**src/rtl/duart_pkg.sv**
```systemverilog
package duart_pkg;

  localparam int REG_W = 8;

  // register offsets (host byte addresses)
  localparam logic [7:0] OFF_STAT_A = 8'h0C;
  localparam logic [7:0] OFF_CMD_A  = 8'h14;
  localparam logic [7:0] OFF_HOLD_A = 8'h1C;
  localparam logic [7:0] OFF_INT    = 8'h2C;
  localparam logic [7:0] OFF_STAT_B = 8'h4C;
  localparam logic [7:0] OFF_CMD_B  = 8'h54;
  localparam logic [7:0] OFF_HOLD_B = 8'h5C;

  // interrupt status / mask bit positions
  localparam int BIT_TXA = 0;
  localparam int BIT_RXA = 1;
  localparam int BIT_TXB = 4;
  localparam int BIT_RXB = 5;
  localparam logic [REG_W-1:0] INT_USED = 8'h33;

  // command register transmit-disable bit
  localparam int BIT_TXOFF = 3;

  typedef struct packed {
    logic stat_a;
    logic cmd_a;
    logic hold_a;
    logic intr;
    logic stat_b;
    logic cmd_b;
    logic hold_b;
  } reg_hit_t;

  function automatic logic [REG_W-1:0] status_byte(input logic rx_full);
    status_byte = '0;
    status_byte[2] = 1'b1;
    status_byte[0] = rx_full;
  endfunction

  function automatic logic [REG_W-1:0] int_next(input logic [REG_W-1:0] cur,
                                                input logic [REG_W-1:0] set,
                                                input logic [REG_W-1:0] clr);
    int_next = ((cur & ~clr) | set) & INT_USED;
  endfunction

endpackage

```
**src/rtl/duart_addr_dec.sv**
```systemverilog
module duart_addr_dec #(
  parameter int ADDR_W = 8
) (
  input  logic [ADDR_W-1:0]   addr,
  output duart_pkg::reg_hit_t hit
);
  import duart_pkg::*;

  function automatic logic at(input logic [ADDR_W-1:0] a, input logic [7:0] off);
    at = (a == ADDR_W'(off));
  endfunction

  always_comb begin
    hit.stat_a = at(addr, OFF_STAT_A);
    hit.cmd_a  = at(addr, OFF_CMD_A);
    hit.hold_a = at(addr, OFF_HOLD_A);
    hit.intr   = at(addr, OFF_INT);
    hit.stat_b = at(addr, OFF_STAT_B);
    hit.cmd_b  = at(addr, OFF_CMD_B);
    hit.hold_b = at(addr, OFF_HOLD_B);
  end
endmodule

```
**src/rtl/duart_rx_slot.sv**
```systemverilog
module duart_rx_slot #(
  parameter int CHAR_W = 8
) (
  input  logic              clk,
  input  logic              rst_n,
  input  logic              load,
  input  logic [CHAR_W-1:0] din,
  input  logic              take,
  output logic              full,
  output logic [CHAR_W-1:0] dout
);
  // a load in the same cycle as a take keeps the new character
  always_ff @(posedge clk or negedge rst_n) begin
    if (!rst_n) begin
      full <= 1'b0;
      dout <= '0;
    end else if (load) begin
      full <= 1'b1;
      dout <= din;
    end else if (take) begin
      full <= 1'b0;
    end
  end
endmodule

```
**src/rtl/duart_tick_div.sv**
```systemverilog
module duart_tick_div #(
  parameter int DIV = 2
) (
  input  logic clk,
  input  logic rst_n,
  input  logic tick,
  output logic fire
);
  localparam int CNT_W = (DIV > 2) ? $clog2(DIV) : 1;
  localparam logic [CNT_W-1:0] LAST = CNT_W'(DIV - 1);

  logic [CNT_W-1:0] cnt;

  assign fire = tick && (cnt == LAST);

  always_ff @(posedge clk or negedge rst_n) begin
    if (!rst_n)    cnt <= '0;
    else if (fire) cnt <= '0;
    else if (tick) cnt <= cnt + 1'b1;
  end
endmodule

```
**src/rtl/duart_irq_regs.sv**
```systemverilog
module duart_irq_regs #(
  parameter int ADDR_W   = 8,
  parameter int TICK_DIV = 2
) (
  input  logic              clk,
  input  logic              rst_n,
  input  logic              host_sel,
  input  logic              host_wr,
  input  logic [ADDR_W-1:0] host_addr,
  input  logic [7:0]        host_wdata,
  output logic [7:0]        host_rdata,
  input  logic              rx_stb_a,
  input  logic [7:0]        rx_char_a,
  input  logic              rx_stb_b,
  input  logic [7:0]        rx_char_b,
  input  logic              tick,
  output logic              tx_stb_a,
  output logic [7:0]        tx_char_a,
  output logic              tx_stb_b,
  output logic [7:0]        tx_char_b,
  output logic              flush_a,
  output logic              flush_b,
  output logic              irq
);
  import duart_pkg::*;

  localparam int NCH = 2;

  reg_hit_t hit;
  duart_addr_dec #(.ADDR_W(ADDR_W)) u_dec (.addr(host_addr), .hit(hit));

  // named access events
  logic ev_rd, ev_wr;
  logic ev_rd_stat_a, ev_rd_hold_a, ev_rd_hold_b;
  logic ev_wr_hold_a, ev_wr_hold_b, ev_wr_mask;
  logic ev_flush_a, ev_flush_b;
  logic ev_tick_fire;

  assign ev_rd        = host_sel && !host_wr;
  assign ev_wr        = host_sel &&  host_wr;
  assign ev_rd_stat_a = ev_rd && hit.stat_a;
  assign ev_rd_hold_a = ev_rd && hit.hold_a;
  assign ev_rd_hold_b = ev_rd && hit.hold_b;
  assign ev_wr_hold_a = ev_wr && hit.hold_a;
  assign ev_wr_hold_b = ev_wr && hit.hold_b;
  assign ev_wr_mask   = ev_wr && hit.intr;
  assign ev_flush_a   = ev_wr && hit.cmd_a && host_wdata[BIT_TXOFF];
  assign ev_flush_b   = ev_wr && hit.cmd_b && host_wdata[BIT_TXOFF];

  duart_tick_div #(.DIV(TICK_DIV)) u_div (
    .clk(clk), .rst_n(rst_n), .tick(tick), .fire(ev_tick_fire)
  );

  // receive buffers, one per channel
  logic [NCH-1:0]       rx_load, rx_take, rx_full;
  logic [NCH-1:0][7:0]  rx_din, rx_dout;

  assign rx_load = {rx_stb_b, rx_stb_a};
  assign rx_take = {ev_rd_hold_b, ev_rd_hold_a};
  assign rx_din  = {rx_char_b, rx_char_a};

  for (genvar c = 0; c < NCH; c++) begin : g_rx
    duart_rx_slot #(.CHAR_W(REG_W)) u_slot (
      .clk(clk), .rst_n(rst_n),
      .load(rx_load[c]), .din(rx_din[c]), .take(rx_take[c]),
      .full(rx_full[c]), .dout(rx_dout[c])
    );
  end

  // interrupt status and mask
  logic [7:0] int_mask, int_stat;
  logic [7:0] set_vec, clr_vec;
  logic       any_set;

  always_comb begin
    set_vec = '0;
    clr_vec = '0;
    set_vec[BIT_RXA] = rx_stb_a && int_mask[BIT_RXA];
    set_vec[BIT_RXB] = rx_stb_b && int_mask[BIT_RXB];
    if (ev_tick_fire && (int_mask[BIT_TXA] || int_mask[BIT_TXB])) begin
      set_vec[BIT_TXA] = 1'b1;
      set_vec[BIT_TXB] = 1'b1;
    end
    clr_vec[BIT_TXA] = ev_wr_hold_a;
    clr_vec[BIT_TXB] = ev_wr_hold_b;
    clr_vec[BIT_RXA] = ev_rd_hold_a;
    clr_vec[BIT_RXB] = ev_rd_hold_b;
  end

  assign any_set = |set_vec;

  always_ff @(posedge clk or negedge rst_n) begin
    if (!rst_n) begin
      int_mask <= '0;
      int_stat <= '0;
      irq      <= 1'b0;
    end else begin
      if (ev_wr_mask) int_mask <= host_wdata & INT_USED;
      int_stat <= int_next(int_stat, set_vec, clr_vec);
      if (any_set)           irq <= 1'b1;
      else if (ev_rd_stat_a) irq <= 1'b0;
    end
  end

  // transmit strobes and flush requests
  always_ff @(posedge clk or negedge rst_n) begin
    if (!rst_n) begin
      tx_stb_a  <= 1'b0;
      tx_stb_b  <= 1'b0;
      tx_char_a <= '0;
      tx_char_b <= '0;
      flush_a   <= 1'b0;
      flush_b   <= 1'b0;
    end else begin
      tx_stb_a <= ev_wr_hold_a;
      tx_stb_b <= ev_wr_hold_b;
      if (ev_wr_hold_a) tx_char_a <= host_wdata;
      if (ev_wr_hold_b) tx_char_b <= host_wdata;
      flush_a <= ev_flush_a;
      flush_b <= ev_flush_b;
    end
  end

  // read data
  always_comb begin
    host_rdata = '0;
    if (ev_rd) begin
      if (hit.stat_a)      host_rdata = status_byte(rx_full[0]);
      else if (hit.stat_b) host_rdata = status_byte(rx_full[1]);
      else if (hit.hold_a) host_rdata = rx_dout[0];
      else if (hit.hold_b) host_rdata = rx_dout[1];
      else if (hit.intr)   host_rdata = int_stat;
    end
  end

endmodule

```
**config.mk**
```make
export PLATFORM = sky130hd
export DESIGN_NAME = duart_irq_regs
export DESIGN_NICKNAME = d
export VERILOG_FILES = /design/src/rtl/duart_pkg.sv /design/src/rtl/duart_addr_dec.sv /design/src/rtl/duart_rx_slot.sv /design/src/rtl/duart_tick_div.sv /design/src/rtl/duart_irq_regs.sv
export SDC_FILE = /design/constraint.sdc
export NUM_CORES = 1
export LEC_CHECK = 0
export ABC_AREA = 1
export ABC_CLOCK_PERIOD_IN_PS = 1750
export BUFFER_PORTS_ARGS = -buffer_cell sky130_fd_sc_hd__buf_2
export CAP_MARGIN = 25
export CORE_AREA = 2 2 74 76
export CTS_BUF_LIST = sky130_fd_sc_hd__clkbuf_4
export CTS_CLUSTER_SIZE = 14
export DETAILED_ROUTE_END_ITERATION = 10
export DIE_AREA = 0 0 76 78
export PLACE_DENSITY = 0.7
export SLEW_MARGIN = 20
export SYNTH_ARGS = -nofsm -noshare
export SYNTH_HDL_FRONTEND = slang
export SYNTH_HIERARCHICAL = 1
export SYNTH_SLANG_ARGS = --single-unit
```
**constraint.sdc**
```tcl
create_clock -name clk -period 1.75 [get_ports clk]
set_input_delay 0.35 -clock clk [delete_from_list [all_inputs] [get_ports clk]]
set_output_delay 0.35 -clock clk [all_outputs]
set_load 0.005 [all_outputs]
```
==> summary.txt <==
Fin util = 0.582
Worst Slack Setup Final = -0.0750 ns
Synth warn = 6
Total grt overflow = 0
First-pass GRT wire length = 8.26 mm
Clock Pin Slew Worst Setup and Hold Paths = 0.14 ns
Die Span Y = 78 um
HP Class = input pin to flop
Area occupied by multi-input gates = 941 um^2
Post-Synthesis Cells = 278
Slowest stage cell, crit path = buf_6
Worst-path cell chain = buf_6, nor2_4, nand2_4, nor2_2, buf_6, buf_4, nand2_1, nand3_1, nor2_1, nor2_1, buf_2
Netlist Area Pre-Place = 0.00227 mm^2
Share of layout cells above drive strength 1 = 0.375
Synth async-reset ratio = 1.00
Nets = 403
Clock Tree Root = clkbuf_4
Crit path max fanout = 6
Clock power frac = 0.251
Number of global-route vias before repair = 1886
Internal = 1.47 mW
Filler cells = 455
Final wirelength = 4.91 mm
Worst setup EP type = output pin
CTS tree = yes
Fin crit period = 1.83 ns
Commonest non-fill, non-tap cells in the layout = nand2_1, buf_2, dfrtp_1
Leak = 1.67 nW
Critical path launch point type = input pin
Post-DP HPWL = 3.62 mm
Net Sw Frac = 0.278
Status = complete, but fails checks
Routability cong. = 0.863
Overall Power = 2.04 mW
DR WL/cell = 11.3 um
Cell Pwr Density = 696 mW/mm^2
Initial antenna violation count = 0
DR iter-0 viols = 65
Max Clock Freq = 548 MHz
Yosys cell types = 20
Worst endpoint required time = 1.40 ns
Die area = 0.00593 mm^2
Pin count of the biggest net entering global routing = 29
Skew-Pair Late Insertion Delay = 0.37 ns
WS Path Type = input pin to output pin
Final setup vio count = 4
Crit-path max cell delay = 0.15 ns
Via-to-Cell Ratio = 4.54
Fin. Hold Viols = 0
Failing checks = negative setup slack
Clock buffer depth = 2
Clk sinks = 48
Post-DRT Antenna Nets = 0
IO Port Bufs = 67
Core area = 0.00504 mm^2
Commonest non-fill, non-tap cell in the layout = nand2_1
Sequential share of the synthesized area = 0.528
DRC = 0
CTS H-Tree Depth = 2
Register bit total from synthesis = 48
Top FF cell, synth = dfrtp_1
Pre-antenna DRT Iters = 4
Net switching power = 0.567 mW
# Max-Cap Violations = 0
Worst vdd ir = 0.509 mV
Effective utilization at floorplan = 0.451
Number of flops mapped to enable cells by yosys = 0
Max-slew violation count = 0
Worst EP arrival = 1.48 ns
CTS buffer count = 5
# diodes = 0
Die Width = 76 um
Total GRT Usage = 0.175
RSZ-0062 raised after global routing = true
Post-Route Setup TNS = -0.117 ns
Clock skew = 0.0145 ns
Average cell area after synthesis = 8.18 um^2
FP Rows = 26
Post-Synthesis Net Count = 317
Register area = 0.00120 mm^2
Least-Margin Pin Slew = 0.489 ns
Slew headroom = 0.674
Seq pwr share = 0.611
Vias = 1977
Final period util = 1.04
Logic pwr share = 0.138
Synth-to-layout area growth = 29.1%
# IOs = 68
[metal layers]
layer	GRT usage	wire (um)	vias up
li1	-	-	1011
met1	0.221	2190	915
met2	0.300	2410	45
met3	0.0384	234	6
met4	0.0600	72	0
met5	0	0	-
[final timing paths]
| path | cells past startpoint | from | slack [ns] | end |
|---|---|---|---|---|
| worst max register to register | 2 | int_mask[4]$_DFFE_PN0P_ | 0.72 | irq$_DFFE_PN0P_ |
| min in group asynchronous | 2 | rst_n | 0.46 | tx_char_b[0]$_DFFE_PN0P_ |
| worst max-delay path | 11 | host_addr[1] | -0.08 | host_rdata[0] |
| worst min-delay path | 3 | rx_char_a[4] | 0.17 | g_rx[0].u_slot/dout[4]$_DFFE_PN0P_ |
| worst min register to register | 2 | g_rx[1].u_slot/dout[4]$_DFFE_PN0P_ | 0.49 | g_rx[1].u_slot/dout[4]$_DFFE_PN0P_ |
| max in group asynchronous | 3 | rst_n | 0.76 | tx_char_b[5]$_DFFE_PN0P_ |
[registers in the layout, summed over array words and instances (netlist names), 2 cells and up]
signal            cells
g_rx.u_slot/full      2
tx_char_b             8
int_mask              4
g_rx.u_slot/dout     16
int_stat              4
tx_char_a             8
[power groups by stage]
stage          Clock (mW)  Sequential [mW]  Combinational, mW
3_3_place_gp            0             1.27              0.254
6_report            0.513             1.25              0.282
2_1_floorplan           0             1.25              0.137
5_1_grt             0.567             1.26              0.326
3_5_place_dp            0             1.27              0.262
4_1_cts             0.533             1.25              0.284
[cell type report]
class,count,share of cell area
clock inverter,3,0.00597
sequential,48,0.409
tap,70,0.0299
timing repair buffer,84,0.178
clock buffer,5,0.0128
multi-input combinational,194,0.321
inverter,31,0.0431
[per-stage QoR]
step | area [um^2] | hold slack [ns] | worst slack, ns | std cells
floorplan | 2270 | 0.0544 | 0.229 | 278
global placement | 2720 | 0.334 | -0.0299 | 420
detailed placement | 2720 | 0.337 | -0.0533 | 420
CTS | 2890 | 0.158 | -0.0430 | 433
global route | 2930 | 0.150 | -0.143 | 435
finish | 2930 | 0.173 | -0.0750 | 435
[what timing repair did]
action	4_1_cts	5_1_grt
hold buffers	1	0
hold endpoints to repair	20	0
cloned	0	0
setup buffers	4	2
resized for setup	19	10
setup endpoints to repair	8	8
pin swaps	14	12
[worst max-delay path, delay by kind of cell]
kind | cells | cell delay [ns]
buf+inv | 4 | 0.50
simple gates | 7 | 0.62
[cell usage after synthesis (2+ instances only)]
library cell  number  share of area
dfrtp_1           48           0.53
buf_6              4          0.020
o21ai_2           16          0.062
nor2_2             4          0.011
nand2_1          122           0.20
nand3_1            2         0.0044
nor2_4             2         0.0099
nor2_1            30          0.050
o21ai_0            8          0.018
inv_1             25          0.041
nand2_2            5          0.014
inv_2              4         0.0066
[cells by family after synthesis]
family | Yosys count | synth area share
flip-flops | 48 | 0.528
AND/OR/NAND/NOR | 169 | 0.309
buffers and inverters | 36 | 0.0809
AO/OA/AOI/OAI | 25 | 0.0814
(Power assumes the default switching activity.)
